`config.mk`:
```
export PLATFORM = sky130hd
export DESIGN_NAME = pwm_timebase
export DESIGN_NICKNAME = d
export VERILOG_FILES = /design/src/rtl/pwm_tbase_pkg.sv /design/src/rtl/pwm_tbase_prescale.sv /design/src/rtl/pwm_tbase_period.sv /design/src/rtl/pwm_tbase_counter.sv /design/src/rtl/pwm_timebase.sv
export SDC_FILE = /design/constraint.sdc
export NUM_CORES = 1
export LEC_CHECK = 0
export BUFFER_PORTS_ARGS = -buffer_cell sky130_fd_sc_hd__buf_2
export CAP_MARGIN = 30
export CORE_ASPECT_RATIO = 0.6
export CORE_MARGIN = 5
export CORE_UTILIZATION = 25
export CTS_CLUSTER_DIAMETER = 30
export CTS_CLUSTER_SIZE = 25
export DETAILED_ROUTE_END_ITERATION = 16
export PLACE_DENSITY_LB_ADDON = 0.15
export RECOVER_POWER = 25
export SLEW_MARGIN = 0
export SYNTH_ARGS = -nofsm -noshare
export SYNTH_HDL_FRONTEND = slang
export SYNTH_SLANG_ARGS = --single-unit
```
`constraint.sdc`:
```
create_clock -name clk -period 6.43 [get_ports clk]
set_input_delay 0.643 -clock clk [delete_from_list [all_inputs] [get_ports clk]]
set_output_delay 0.643 -clock clk [all_outputs]
set_load 0.005 [all_outputs]
```
`src/rtl/pwm_tbase_pkg.sv`:
```
// Package: shared types of the prescaled time base.
// Assumes a fixed 16-bit control word; reserved bits are stored but unused.
package pwm_tbase_pkg;

    typedef enum logic [1:0] {
        MODE_UP   = 2'b00,
        MODE_DOWN = 2'b01,
        MODE_UPDN = 2'b10,
        MODE_HOLD = 2'b11
    } cnt_mode_e;

    typedef enum logic [1:0] {
        RUN_HALT_NOW = 2'b00,
        RUN_TO_END   = 2'b01,
        RUN_FREE_ALT = 2'b10,
        RUN_FREE     = 2'b11
    } run_mode_e;

    typedef struct packed {
        run_mode_e  run;        // 15:14
        logic       spare13;    // 13
        logic [2:0] lo_div;     // 12:10
        logic [2:0] hs_div;     // 9:7
        logic [2:0] spare6_4;   // 6:4
        logic       prd_direct; // 3
        logic       spare2;     // 2
        cnt_mode_e  mode;       // 1:0
    } tb_ctl_t;

endpackage

```
`src/rtl/pwm_tbase_prescale.sv`:
```
// Module: two-stage prescaler producing a one-cycle tick enable.
// Ratio = (hs_code==0 ? 1 : 2*hs_code) * 2**lo_code. A restart pulse clears
// the divider and suppresses the tick in that cycle. Assumes codes are stable
// except in a restart cycle.
module pwm_tbase_prescale #(
    parameter int HS_W = 3,
    parameter int LO_W = 3
) (
    input  logic            clk,
    input  logic            rst_n,
    input  logic            restart,
    input  logic [HS_W-1:0] hs_code,
    input  logic [LO_W-1:0] lo_code,
    output logic            tick
);
    localparam int RATIO_W = HS_W + 1 + (2 ** LO_W) - 1;

    logic [RATIO_W-1:0] stage1;
    logic [RATIO_W-1:0] ratio;
    logic [RATIO_W-1:0] div_cnt;

    // Combined division ratio from the two codes.
    always_comb begin
        stage1 = (hs_code == '0) ? RATIO_W'(1) : RATIO_W'({hs_code, 1'b0});
        ratio  = stage1 << lo_code;
    end

    // Tick on the last cycle of each ratio window, never during a restart.
    always_comb tick = !restart && (div_cnt >= ratio - RATIO_W'(1));

    // Divider counter: cleared on restart or tick, otherwise counts.
    always_ff @(posedge clk) begin
        if (!rst_n)               div_cnt <= '0;
        else if (restart || tick) div_cnt <= '0;
        else                      div_cnt <= div_cnt + RATIO_W'(1);
    end
endmodule

```
`src/rtl/pwm_tbase_period.sv`:
```
// Module: period register with shadow copy.
// Direct mode writes both copies; shadow mode writes only the shadow,
// which moves to the active copy on a zero load strobe.
module pwm_tbase_period #(
    parameter int CNT_W = 16
) (
    input  logic             clk,
    input  logic             rst_n,
    input  logic             wr,
    input  logic [CNT_W-1:0] wdata,
    input  logic             direct,
    input  logic             zero_load,
    output logic [CNT_W-1:0] prd_act
);
    logic [CNT_W-1:0] shadow_q;

    // Shadow copy always takes the written value.
    always_ff @(posedge clk) begin
        if (!rst_n)  shadow_q <= '0;
        else if (wr) shadow_q <= wdata;
    end

    // Active copy: direct write, or shadow transfer at a zero tick.
    always_ff @(posedge clk) begin
        if (!rst_n)                      prd_act <= '0;
        else if (wr && direct)           prd_act <= wdata;
        else if (zero_load && !direct)   prd_act <= shadow_q;
    end
endmodule

```
`src/rtl/pwm_tbase_counter.sv`:
```
// Module: counter core of the time base.
// Steps on live ticks in up, down or up-down mode, handles stop modes and
// raises zero/period events. Assumes tick is low in a control write cycle.
module pwm_tbase_counter
    import pwm_tbase_pkg::*;
#(
    parameter int CNT_W = 16
) (
    input  logic             clk,
    input  logic             rst_n,
    input  logic             tick,
    input  logic             ctl_wr,
    input  cnt_mode_e        mode,
    input  run_mode_e        run,
    input  logic [CNT_W-1:0] prd,
    output logic [CNT_W-1:0] cnt,
    output logic             dir_down,
    output logic             evt_zero,
    output logic             evt_period,
    output logic             zero_load
);
    logic             advance;
    logic             halted_q;
    logic             ud_down_q;
    logic             ud_nx;
    logic [CNT_W-1:0] cnt_nx;

    // A tick is live only when not frozen, not stopped and not halted.
    always_comb advance = tick && (mode != MODE_HOLD) && (run != RUN_HALT_NOW) && !halted_q;

    // Next counter value and up-down direction per mode.
    always_comb begin
        cnt_nx = cnt;
        ud_nx  = ud_down_q;
        unique case (mode)
            MODE_UP:   cnt_nx = (cnt >= prd) ? '0 : cnt + CNT_W'(1);
            MODE_DOWN: cnt_nx = (cnt == '0) ? prd : cnt - CNT_W'(1);
            MODE_UPDN: begin
                if (!ud_down_q) begin
                    if (cnt >= prd) begin
                        ud_nx  = 1'b1;
                        cnt_nx = (cnt == '0) ? '0 : cnt - CNT_W'(1);
                    end else begin
                        cnt_nx = cnt + CNT_W'(1);
                    end
                end else begin
                    if (cnt == '0) begin
                        ud_nx  = 1'b0;
                        cnt_nx = (prd == '0) ? '0 : CNT_W'(1);
                    end else begin
                        cnt_nx = cnt - CNT_W'(1);
                    end
                end
            end
            default: cnt_nx = cnt;
        endcase
    end

    // Counter and up-down direction registers.
    always_ff @(posedge clk) begin
        if (!rst_n) begin
            cnt       <= '0;
            ud_down_q <= 1'b0;
        end else if (advance) begin
            cnt       <= cnt_nx;
            ud_down_q <= ud_nx;
        end
    end

    // Halt latch for run-to-end mode, cleared by any control write.
    always_ff @(posedge clk) begin
        if (!rst_n)      halted_q <= 1'b0;
        else if (ctl_wr) halted_q <= 1'b0;
        else if (advance && (run == RUN_TO_END) && (cnt_nx == '0)) halted_q <= 1'b1;
    end

    // Events and direction flag.
    always_comb begin
        evt_zero   = advance && (cnt == '0);
        evt_period = advance && (cnt == prd);
        zero_load  = evt_zero;
        dir_down   = (mode == MODE_DOWN) ? 1'b1 : (mode == MODE_UP) ? 1'b0 : ud_down_q;
    end
endmodule

```
`src/rtl/pwm_timebase.sv`:
```
// Module: top of the prescaled PWM time base.
// Holds the control word and ties prescaler, period register and counter.
// Assumes writes are single-cycle strobes on the system clock.
module pwm_timebase
    import pwm_tbase_pkg::*;
#(
    parameter int CNT_W = 16
) (
    input  logic             clk,
    input  logic             rst_n,
    input  logic             ctl_wr,
    input  logic [15:0]      ctl_wdata,
    input  logic             prd_wr,
    input  logic [CNT_W-1:0] prd_wdata,
    output logic [CNT_W-1:0] cnt,
    output logic             evt_zero,
    output logic             evt_period,
    output logic             dir_down
);
    tb_ctl_t          ctl_q;
    logic             presc_tick;
    logic             zero_load;
    logic [CNT_W-1:0] prd_active;

    // Control word register.
    always_ff @(posedge clk) begin
        if (!rst_n)      ctl_q <= '0;
        else if (ctl_wr) ctl_q <= tb_ctl_t'(ctl_wdata);
    end

    pwm_tbase_prescale #(.HS_W(3), .LO_W(3)) u_presc (
        .clk     (clk),
        .rst_n   (rst_n),
        .restart (ctl_wr),
        .hs_code (ctl_q.hs_div),
        .lo_code (ctl_q.lo_div),
        .tick    (presc_tick)
    );

    pwm_tbase_period #(.CNT_W(CNT_W)) u_prd (
        .clk       (clk),
        .rst_n     (rst_n),
        .wr        (prd_wr),
        .wdata     (prd_wdata),
        .direct    (ctl_q.prd_direct),
        .zero_load (zero_load),
        .prd_act   (prd_active)
    );

    pwm_tbase_counter #(.CNT_W(CNT_W)) u_cnt (
        .clk        (clk),
        .rst_n      (rst_n),
        .tick       (presc_tick),
        .ctl_wr     (ctl_wr),
        .mode       (ctl_q.mode),
        .run        (ctl_q.run),
        .prd        (prd_active),
        .cnt        (cnt),
        .dir_down   (dir_down),
        .evt_zero   (evt_zero),
        .evt_period (evt_period),
        .zero_load  (zero_load)
    );
endmodule

```
-- After elaboration in Yosys (flattened, before gate mapping)
Index checks and enable logic that the tools add are counted.
- register bits: 72
- input port bits: 36
- output and inout bits: 19
- $add $sub $neg: 4
- magnitude comparators: 2
- equal/unequal tests: 5
- shift-type cells: 1
- muxes and demuxes: 16
- bitwise gates (word level): 1
- reductions and logical operators: 24
- operator list (kind ; count):
    2-to-1 mux 16 bit ; 8
    logical NOT 16 bit ; 3
    case mux 16 bit (3 select lines) ; 1
    adder 16 x 1 -> 16 bit, second input constant ; 1
    equality test 16 bit ; 1
    >= comparator 16 bit ; 1
    subtractor 16 x 1 -> 16 bit, second input constant ; 1
    adder 11 x 1 -> 11 bit, second input constant ; 1
    >= comparator 11 bit ; 1
    left shift 11 x 3 -> 11 bit ; 1
    subtractor 11 x 1 -> 11 bit, second input constant ; 1
    logical AND 1 bit ; 10
    2-to-1 mux 1 bit ; 6
    equality test 2 x 1 -> 1 bit, second input constant ; 2
    2-to-1 mux 4 bit ; 1
    nonzero test 2 bit ; 2
    OR reduction 2 bit ; 2
    logical NOT 1 bit ; 3
    logical NOT 3 bit ; 1
    equality test 2 bit, second input constant ; 1
    logical NOT 2 bit ; 1
    inequality test 2 bit, second input constant ; 1
    AND reduction 2 bit ; 1
    logical OR 1 bit ; 1
    NOT 1 bit ; 1

-- Logic depth before layout (Yosys ltp)
Gate-level depths: netlist of the first run.
- depth in word-level cells: 13
- mapped depth: 20

-- Hierarchy
A second synthesis of the first run with hierarchy kept.
- cells, all modules: 733
- area total of the unflattened synthesis: 6032.0 um^2
- modules (own cells, without submodules) (module ; instances ; cells an instance ; area an instance (um^2) ; sequential area each (um^2)):
    pwm_tbase_counter ; 1 ; 410 ; 2930.3 ; 360.3
    pwm_tbase_period ; 1 ; 125 ; 1425.1 ; 640.6
    pwm_tbase_prescale ; 1 ; 163 ; 1262.5 ; 220.2
    pwm_timebase ; 1 ; 35 ; 414.1 ; 220.2

-- Worst setup path after synthesis of the first run
OpenSTA, ideal clock, no wires.
- path kind: reg2out
- from: register ctl_q[10] (netlist name)
- to: output port evt_period
- arrival time: 3.889 ns
- setup slack: 1.898 ns
- stages on the path, launching flop included: 18
- buffers on the path: 3
- cells stage by stage: dfxtp_1 > clkbuf_1 > clkbuf_1 > nor2_1 > nand3_1 > ha_1 > nand2_1 > nor4_1 > o211ai_1 > xor2_1 > ha_1 > a211o_1 > a211oi_1 > o21ai_0 > a211oi_1 > or3_1 > clkbuf_1 > nor4_1
- longest elaborated chain between the ends: 8
- RTL lines (element ; line ; source):
    start: declaration ; pwm_timebase.sv:20 ; tb_ctl_t ctl_q;
    start signal: assignment ; pwm_timebase.sv:28 ; else if (ctl_wr) ctl_q <= tb_ctl_t'(ctl_wdata);
    left shift 11 x 3 -> 11 bit ; pwm_tbase_prescale.sv:25 ; ratio = stage1 << lo_code;
    subtractor 11 x 1 -> 11 bit ; pwm_tbase_prescale.sv:29 ; always_comb tick = !restart && (div_cnt >= ratio - RATIO_W'(1));
    >= comparator 11 bit ; pwm_tbase_prescale.sv:29 ;
    logical AND 1 bit ; pwm_tbase_prescale.sv:29 ;
    logical AND 1 bit (3 in series) ; pwm_tbase_counter.sv:29 ; always_comb advance = tick && (mode != MODE_HOLD) && (run != RUN_HALT_NOW) && !halted_q;
    logical AND 1 bit ; pwm_tbase_counter.sv:80 ; evt_period = advance && (cnt == prd);
    end: declaration ; pwm_timebase.sv:17 ; output logic evt_period,
No other way between the ends.

-- Worst setup path in the final report of the first run
- from: register ctl_q[12] (netlist name)
- to: output port evt_period
Same word-level chain as after synthesis.

==> results.sh, run 1 <==
export IMPL_outcome="complete, but fails checks"
export IMPL_failed_checks="capacitance limit, slew limit"
export IMPL_critical_path_class="flip-flop to primary output"
export IMPL_required_ns=5.79
export IMPL_drt_pass1_iter_count=5
export IMPL_avgRoutedWirePerCell_um=19.5
export IMPL_path_cells="clkinv_1 > nand2_1 > nand2_1 > nor4_1 > o211ai_1 > xor2_1 > ha_1 > a211o_1 > a211oi_1 > o21ai_0 > a211oi_1 > or3_1 > nor4_1 > buf_2"
export IMPL_layout_common_cells="104 x nor2_1, 72 x dfxtp_1, 56 x nand2_1, 48 x buf_2, 40 x nand3_1"
export IMPL_ys_warnings_count=0
export IMPL_max_clock_path_buffers=2
export IMPL_synth_top_area_share=0.263
export IMPL_final_layout_size_suffix_gt1_frac=0.119
export IMPL_power_density_nw_per_um2=218
export IMPL_drv_slew=61
export IMPL_clock_skew_ns=0.0141
export IMPL_place_congestion=0.924
export IMPL_cp_depth=14
export IMPL_fillers=2391
export IMPL_rsz0062_at_grt="false"
export IMPL_critPathSlowestCell="dfxtp_1"
export IMPL_min_period_ns=5.67
export IMPL_ys_types=78
export IMPL_via_count=5415
export IMPL_synth_area_um2=5480
export IMPL_core_area_um2=21800
export IMPL_synth_seq_area_share=0.263
export IMPL_drv_max_cap_violation_count=1
export IMPL_r2r_slack_ns=1.27
export IMPL_rr_worst_depth=16
export IMPL_finalHoldViolations=0
export IMPL_cts_buffers=9
export IMPL_grtUsageMet3=0.0536
export IMPL_ir_drop_mv=0.114
export IMPL_clock_fmax_mhz=176
export IMPL_synth_edff_count=0
export IMPL_overflow=0
export IMPL_fin_nets=804
export IMPL_htree_levels=3
export IMPL_worstSkewPairLatency_ns=0.35
export IMPL_grt_pass1_vias=4967
export IMPL_cts_root_buffer="clkbuf_16"
export IMPL_grt_usage=0.159
export IMPL_syn_inst=723
export IMPL_drc=0
export IMPL_end_kind="primary output"
export IMPL_num_io_pins=55
export IMPL_cpPeakStageDelay_ns=0.67
export IMPL_busiest_layer="met1"
export IMPL_antenna_found_initial=0
export IMPL_cts_clk_slew_worst_paths_ns=0.06
export IMPL_dp_slack_ns=1.18
export IMPL_die_h_um=125
export IMPL_arrival_ns=5.03
export IMPL_totalWireLength_um=20000
export IMPL_period_share=0.882
export IMPL_yosys_area_top_type="dfxtp_1"
export IMPL_crit_buf_inv=2
export IMPL_grt_max_degree=61
export IMPL_cts_resized=0
export IMPL_grt_pass1_wl_um=31300
export IMPL_slew_headroom=-1.06
export IMPL_worstSetupStartpointType="flip-flop"
export IMPL_grt_use_met2=0.191
export IMPL_ys_seq_elements=72
export IMPL_final_common_cell="nor2_1"
export IMPL_dpl_hpwl_um=14600
export IMPL_synthTopCellsByArea="dfxtp_1 26%, nor2_1 7.1%, ha_1 7.1%"
export IMPL_synthToLayoutAreaGrowth_pct=13.8
export IMPL_cts_sinks=72
export IMPL_setup_violations=0
export IMPL_die_area_um2=25100
export IMPL_initial_core_util=0.251
export IMPL_crit_family="simple AND/OR/NAND/NOR gates"
export IMPL_portBuffers=49
export IMPL_synth_nets=790
export IMPL_die_w_um=201
export IMPL_setup_tns_ns=0
export IMPL_avgSynthCellArea_um2=7.58
export IMPL_timing_final_ws_setup_ns=0.762
export IMPL_diodes=0
export IMPL_postCtsSetupRepairBufs=0
export IMPL_vias_per_cell=5.27
export IMPL_async_flop_share=0
export IMPL_crit_fanout=17
export IMPL_cts_tree="done"
export IMPL_leakagePower_uw=0.00246
export IMPL_grtUsageMet1=0.262
export IMPL_synth_top_flop_cell="dfxtp_1"
export IMPL_tightest_slew_ns=3.09
export IMPL_whs_path_depth=2
export IMPL_dr_first_iter_drc_count=596
export IMPL_num_rows=42
export IMPL_hold_path_class="flip-flop to flip-flop"
export IMPL_cts_hold_buffers=0
export IMPL_final_antenna_net_count=0
-- cells in the mapped netlist, types with 4 or more instances --
| library cell | instances |
|---|---|
| nor2_1 | 104 |
| o221ai_1 | 5 |
| nor4_1 | 9 |
| nor2b_1 | 6 |
| nand2_1 | 56 |
| a211oi_1 | 14 |
| a31oi_1 | 4 |
| o21ai_0 | 32 |
| xnor2_1 | 17 |
| buf_2 | 7 |
| nand4_1 | 13 |
| or3_1 | 9 |
| a311oi_1 | 18 |
| o211ai_1 | 7 |
| a21oi_1 | 30 |
| and3_1 | 9 |
| ha_1 | 31 |
| o21a_1 | 6 |
| dfxtp_1 | 72 |
| xor2_1 | 17 |
| inv_1 | 25 |
| clkbuf_1 | 41 |
| nor3_1 | 22 |
| and4_1 | 5 |
| o31ai_1 | 6 |
| nand3_1 | 40 |
| and2_1 | 6 |
| o21ai_1 | 5 |
| mux2i_1 | 34 |
-- logic make-up (layout without fill, tap and decap cells) --
group	count (synthesis)	count (layout)	synth area share
AOI/OAI and AO/OA	169	169	0.217
buffers and inverters	84	103	0.0646
and+or+nand+nor	296	296	0.262
adders and majority gates	31	31	0.0708
DFF	72	72	0.263
muxes	37	37	0.0682
xor gates and xnor gates	34	34	0.0543
-- path summary, 6_finish.rpt --
| path | from | endpoint |
|---|---|---|
| worst max-delay path | ctl_q[12]$_SDFFE_PN0P_ | evt_period |
| worst min-delay path | u_prd.shadow_q[10]$_SDFFE_PN0P_ | u_prd.prd_act[10]$_SDFFE_PN0P_ |
| worst max register to register | ctl_q[12]$_SDFFE_PN0P_ | u_prd.prd_act[11]$_SDFFE_PN0P_ |
| worst min register to register | u_prd.shadow_q[10]$_SDFFE_PN0P_ | u_prd.prd_act[10]$_SDFFE_PN0P_ |
-- where the power goes --
group | internal, uW | switching (uW)
Sequential | 463 | 22.0
Combinational | 114 | 209
Clock | 340 | 211
Total | 918 | 441
-- layout make-up --
class	instances	area (um2)	share of cell area
sequential	72	1440	0.231
clock inverter	7	95.1	0.0152
clock buffer	9	225	0.0361
inverter	28	105	0.0168
tap	286	358	0.0573
multi-input combinational	567	3700	0.593
timing repair buffer	59	315	0.0505
-- layer usage --
layer / routed length, um / up-vias
li1: - / 2673
met1: 11000 / 2551
met2: 7170 / 182
met3: 1780 / 9
met4: 111 / 0
met5: 0 / -
-- registers in the layout, summed over array words and instances (netlist names) --
name and flops:
u_cnt.cnt 16, u_prd.prd_act 16, u_prd.shadow_q 16, ctl_q 11
u_presc.div_cnt 11, u_cnt.halted_q 1, u_cnt.ud_down_q 1
-- through the flow --
step	hold slack (ns)	power (uW)	utilization	area, um2	std cells
finish	0.472	1360	0.286	6240	1028
CTS	0.477	1370	0.286	6240	1028
detailed placement	0.463	810	0.272	5920	1012
floorplan	0.441	718	-	5480	723
global route	0.497	1430	0.286	6240	1028
global placement	0.464	817	0.272	5920	1012
-- worst register-to-register path: cells and delay by family, from the launching register on --
family	cells	cell delay, ns
adder cells (fa/ha/maj)	1	0.31
XOR/XNOR	1	0.24
AO/OA/AOI/OAI	7	1.56
flip-flops	1	0.67
AND/OR/NAND/NOR	5	1.43
buffers and inverters	2	0.67
No activity file was read; power rests on OpenSTA's default activity.
==> inputs of run 2 (changes only) <==
--- a/config.mk
+++ b/config.mk
@@ -7,7 +7,7 @@
 export LEC_CHECK = 0
 export BUFFER_PORTS_ARGS = -buffer_cell sky130_fd_sc_hd__buf_2
 export CAP_MARGIN = 30
-export CORE_ASPECT_RATIO = 0.6
+export CORE_ASPECT_RATIO = 1.1
 export CORE_MARGIN = 5
 export CORE_UTILIZATION = 25
 export CTS_CLUSTER_DIAMETER = 30
==> constraint.sdc (replaced) <==
create_clock -name clk -period 5.7 [get_ports clk]
set_input_delay 0.57 -clock clk [delete_from_list [all_inputs] [get_ports clk]]
set_output_delay 0.57 -clock clk [all_outputs]
set_load 0.005 [all_outputs]
==> run 2 against run 1 <==
The flow still finishes with violations (capacitance limit, slew limit). Worst hold slack worse by 0.010 ns. Clock power increased by 11%. Die area down 0.38%. Global-route usage shrank 0.96 points. Critical path depth is 2 higher. Via count fell by 0.81%. Register-to-register slack worse by 0.30 ns. Non-clock buffer count grew 1. Count of clock-buffer cells in the layout up 3. Routed wire length shrank 8.3%.
==> results.sh, run 2 (synthesis results as in run 1) <==
export IMPL_setup_tns_ns=0
export IMPL_finalHoldViolations=0
export IMPL_fin_nets=805
export IMPL_avgRoutedWirePerCell_um=17.8
export IMPL_grt_use_met2=0.227
export IMPL_leakagePower_uw=0.00246
export IMPL_grt_max_degree=61
export IMPL_crit_end="evt_period"
export IMPL_r2r_end="u_prd.prd_act[7]$_SDFFE_PN0P_"
export IMPL_diodes=0
export IMPL_end_kind="primary output"
export IMPL_drv_slew=61
export IMPL_min_period_ns=5.18
export IMPL_dpl_hpwl_um=13100
export IMPL_dr_first_iter_drc_count=295
export IMPL_cts_resized=0
export IMPL_initial_core_util=0.256
export IMPL_die_h_um=165
export IMPL_tightest_slew_ns=3.01
export IMPL_whs_ns=0.462
export IMPL_htree_levels=3
export IMPL_cts_buffers=9
export IMPL_die_w_um=151
export IMPL_hold_path_class="input port to flip-flop"
export IMPL_die_area_um2=25000
export IMPL_final_common_cell="nor2_1"
export IMPL_critical_path_class="flip-flop to primary output"
export IMPL_finalInstanceArea_um2=6250
export IMPL_slew_headroom=-1.01
export IMPL_cts_hold_buffers=0
export IMPL_period_share=0.909
export IMPL_totalWireLength_um=18400
export IMPL_drc=0
export IMPL_synthToLayoutAreaGrowth_pct=14.1
export IMPL_cts_root_buffer="clkbuf_16"
export IMPL_cts_tree="done"
export IMPL_failed_checks="capacitance limit, slew limit"
export IMPL_cts_clk_slew_worst_paths_ns=0.06
export IMPL_drv_max_cap_violation_count=1
export IMPL_placed_area_um2=5940
export IMPL_drt_pass1_iter_count=5
export IMPL_ir_drop_mv=0.128
export IMPL_outcome="complete, but fails checks"
export IMPL_rr_startpoint="ctl_q[8]$_SDFFE_PN0P_"
export IMPL_num_rows=56
export IMPL_num_io_pins=55
export IMPL_max_clock_path_buffers=2
export IMPL_antenna_found_initial=0
export IMPL_worstSkewPairLatency_ns=0.35
export IMPL_cts_sinks=72
export IMPL_required_ns=5.13
export IMPL_portBuffers=49
export IMPL_core_area_um2=21400
export IMPL_rr_worst_depth=19
export IMPL_crit_fanout=13
export IMPL_clock_fmax_mhz=193
export IMPL_arrival_ns=4.61
export IMPL_power_density_nw_per_um2=241
export IMPL_layout_common_cells="104 x nor2_1, 72 x dfxtp_1, 56 x nand2_1, 48 x buf_2, 40 x nand3_1"
export IMPL_r2r_slack_ns=0.97
export IMPL_setup_violations=0
export IMPL_grtUsageMet3=0.0259
export IMPL_grt_pass1_wl_um=29100
export IMPL_grt_pass1_vias=5052
export IMPL_rsz0062_at_grt="false"
export IMPL_overflow=0
export IMPL_place_congestion=0.876
export IMPL_postCtsSetupRepairBufs=0
export IMPL_grt_usage=0.149
export IMPL_clock_skew_ns=0.0163
export IMPL_vias_per_cell=5.20
export IMPL_final_layout_size_suffix_gt1_frac=0.121
export IMPL_post_route_util=0.292
export IMPL_reg_top3="u_cnt.cnt x16, u_prd.prd_act x16, u_prd.shadow_q x16"
export IMPL_via_count=5371
export IMPL_worstSetupStartpointType="flip-flop"
export IMPL_busiest_layer="met2"
export IMPL_fillers=2362
export IMPL_final_antenna_net_count=0
export IMPL_startpoint="ctl_q[8]$_SDFFE_PN0P_"
export IMPL_grtUsageMet1=0.214
[run 2: cell types whose count changed in the layout (fill, tap and decap cells not counted), sizes merged]
cell	change
clkbuf	+3
buf	+1
bufinv	-1
clkinv	-1
inv	-1
[run 2: power by group]
part	internal, uW	leakage (uW)	switching [uW]	total, uW
logic	126	0.00172	218	345
clock network	375	0.000155	236	612
registers	523	0.000587	26.3	549
total	1020	0.00246	481	1500
[run 2: worst min path at each step]
stage                                         startpoint                             to  slack, ns  cells past startpoint
final                                      ctl_wdata[10]         ctl_q[10]$_SDFFE_PN0P_       0.46                      3
after global routing                       ctl_wdata[11]         ctl_q[11]$_SDFFE_PN0P_       0.48                      3
after CTS                                  ctl_wdata[12]         ctl_q[12]$_SDFFE_PN0P_       0.45                      3
after detailed placement  u_prd.shadow_q[2]$_SDFFE_PN0P_  u_prd.prd_act[2]$_SDFFE_PN0P_       0.47                      2
after global placement    u_prd.shadow_q[6]$_SDFFE_PN0P_  u_prd.prd_act[6]$_SDFFE_PN0P_       0.47                      2
after floorplan            u_presc.div_cnt[0]$_SDFF_PP0_  u_presc.div_cnt[0]$_SDFF_PP0_       0.44                      1
[run 2: per-stage QoR]
| step | setup slack, ns | power, uW | instances |
|---|---|---|---|
| after CTS | 0.441 | 1530 | 1033 |
| final | 0.516 | 1510 | 1033 |
| after global routing | 0.00593 | 1600 | 1033 |
| after global placement | 0.868 | 905 | 1017 |
| after detailed placement | 0.860 | 903 | 1017 |
| after floorplan | 1.24 | 810 | 723 |
[run 2: routing by layer]
| metal | wire [um] | part of all wire |
|---|---|---|
| met5 | 0 | 0 |
| met1 | 8970 | 0.49 |
| met3 | 972 | 0.053 |
| met4 | 313 | 0.017 |
| met2 | 8130 | 0.44 |
[run 2: layout make-up]
| type | instances | area, um2 | area share |
|---|---|---|---|
| well taps | 290 | 363 | 0.0580 |
| clock inverters | 4 | 51.3 | 0.00820 |
| multi-input cells | 567 | 3700 | 0.592 |
| repair buffers | 60 | 323 | 0.0516 |
| flip-flops and latches | 72 | 1440 | 0.230 |
| inverters | 28 | 105 | 0.0168 |
| clock buffers | 12 | 267 | 0.0426 |
[run 2: critical path, stage by stage (launching register included)]
cell and delay (ns):
dfxtp_1 0.54, nand2b_1 0.23, nor3_1 0.07, a21oi_1 0.12, or3_1 0.14, ha_1 0.18
nand2_1 0.08, nor4_1 0.44, o211ai_1 0.27, xor2_1 0.23, ha_1 0.31, a211o_1 0.15
o221a_2 0.18, a211oi_1 0.08, or3_1 0.56, nor4_1 0.49, buf_2 0.20
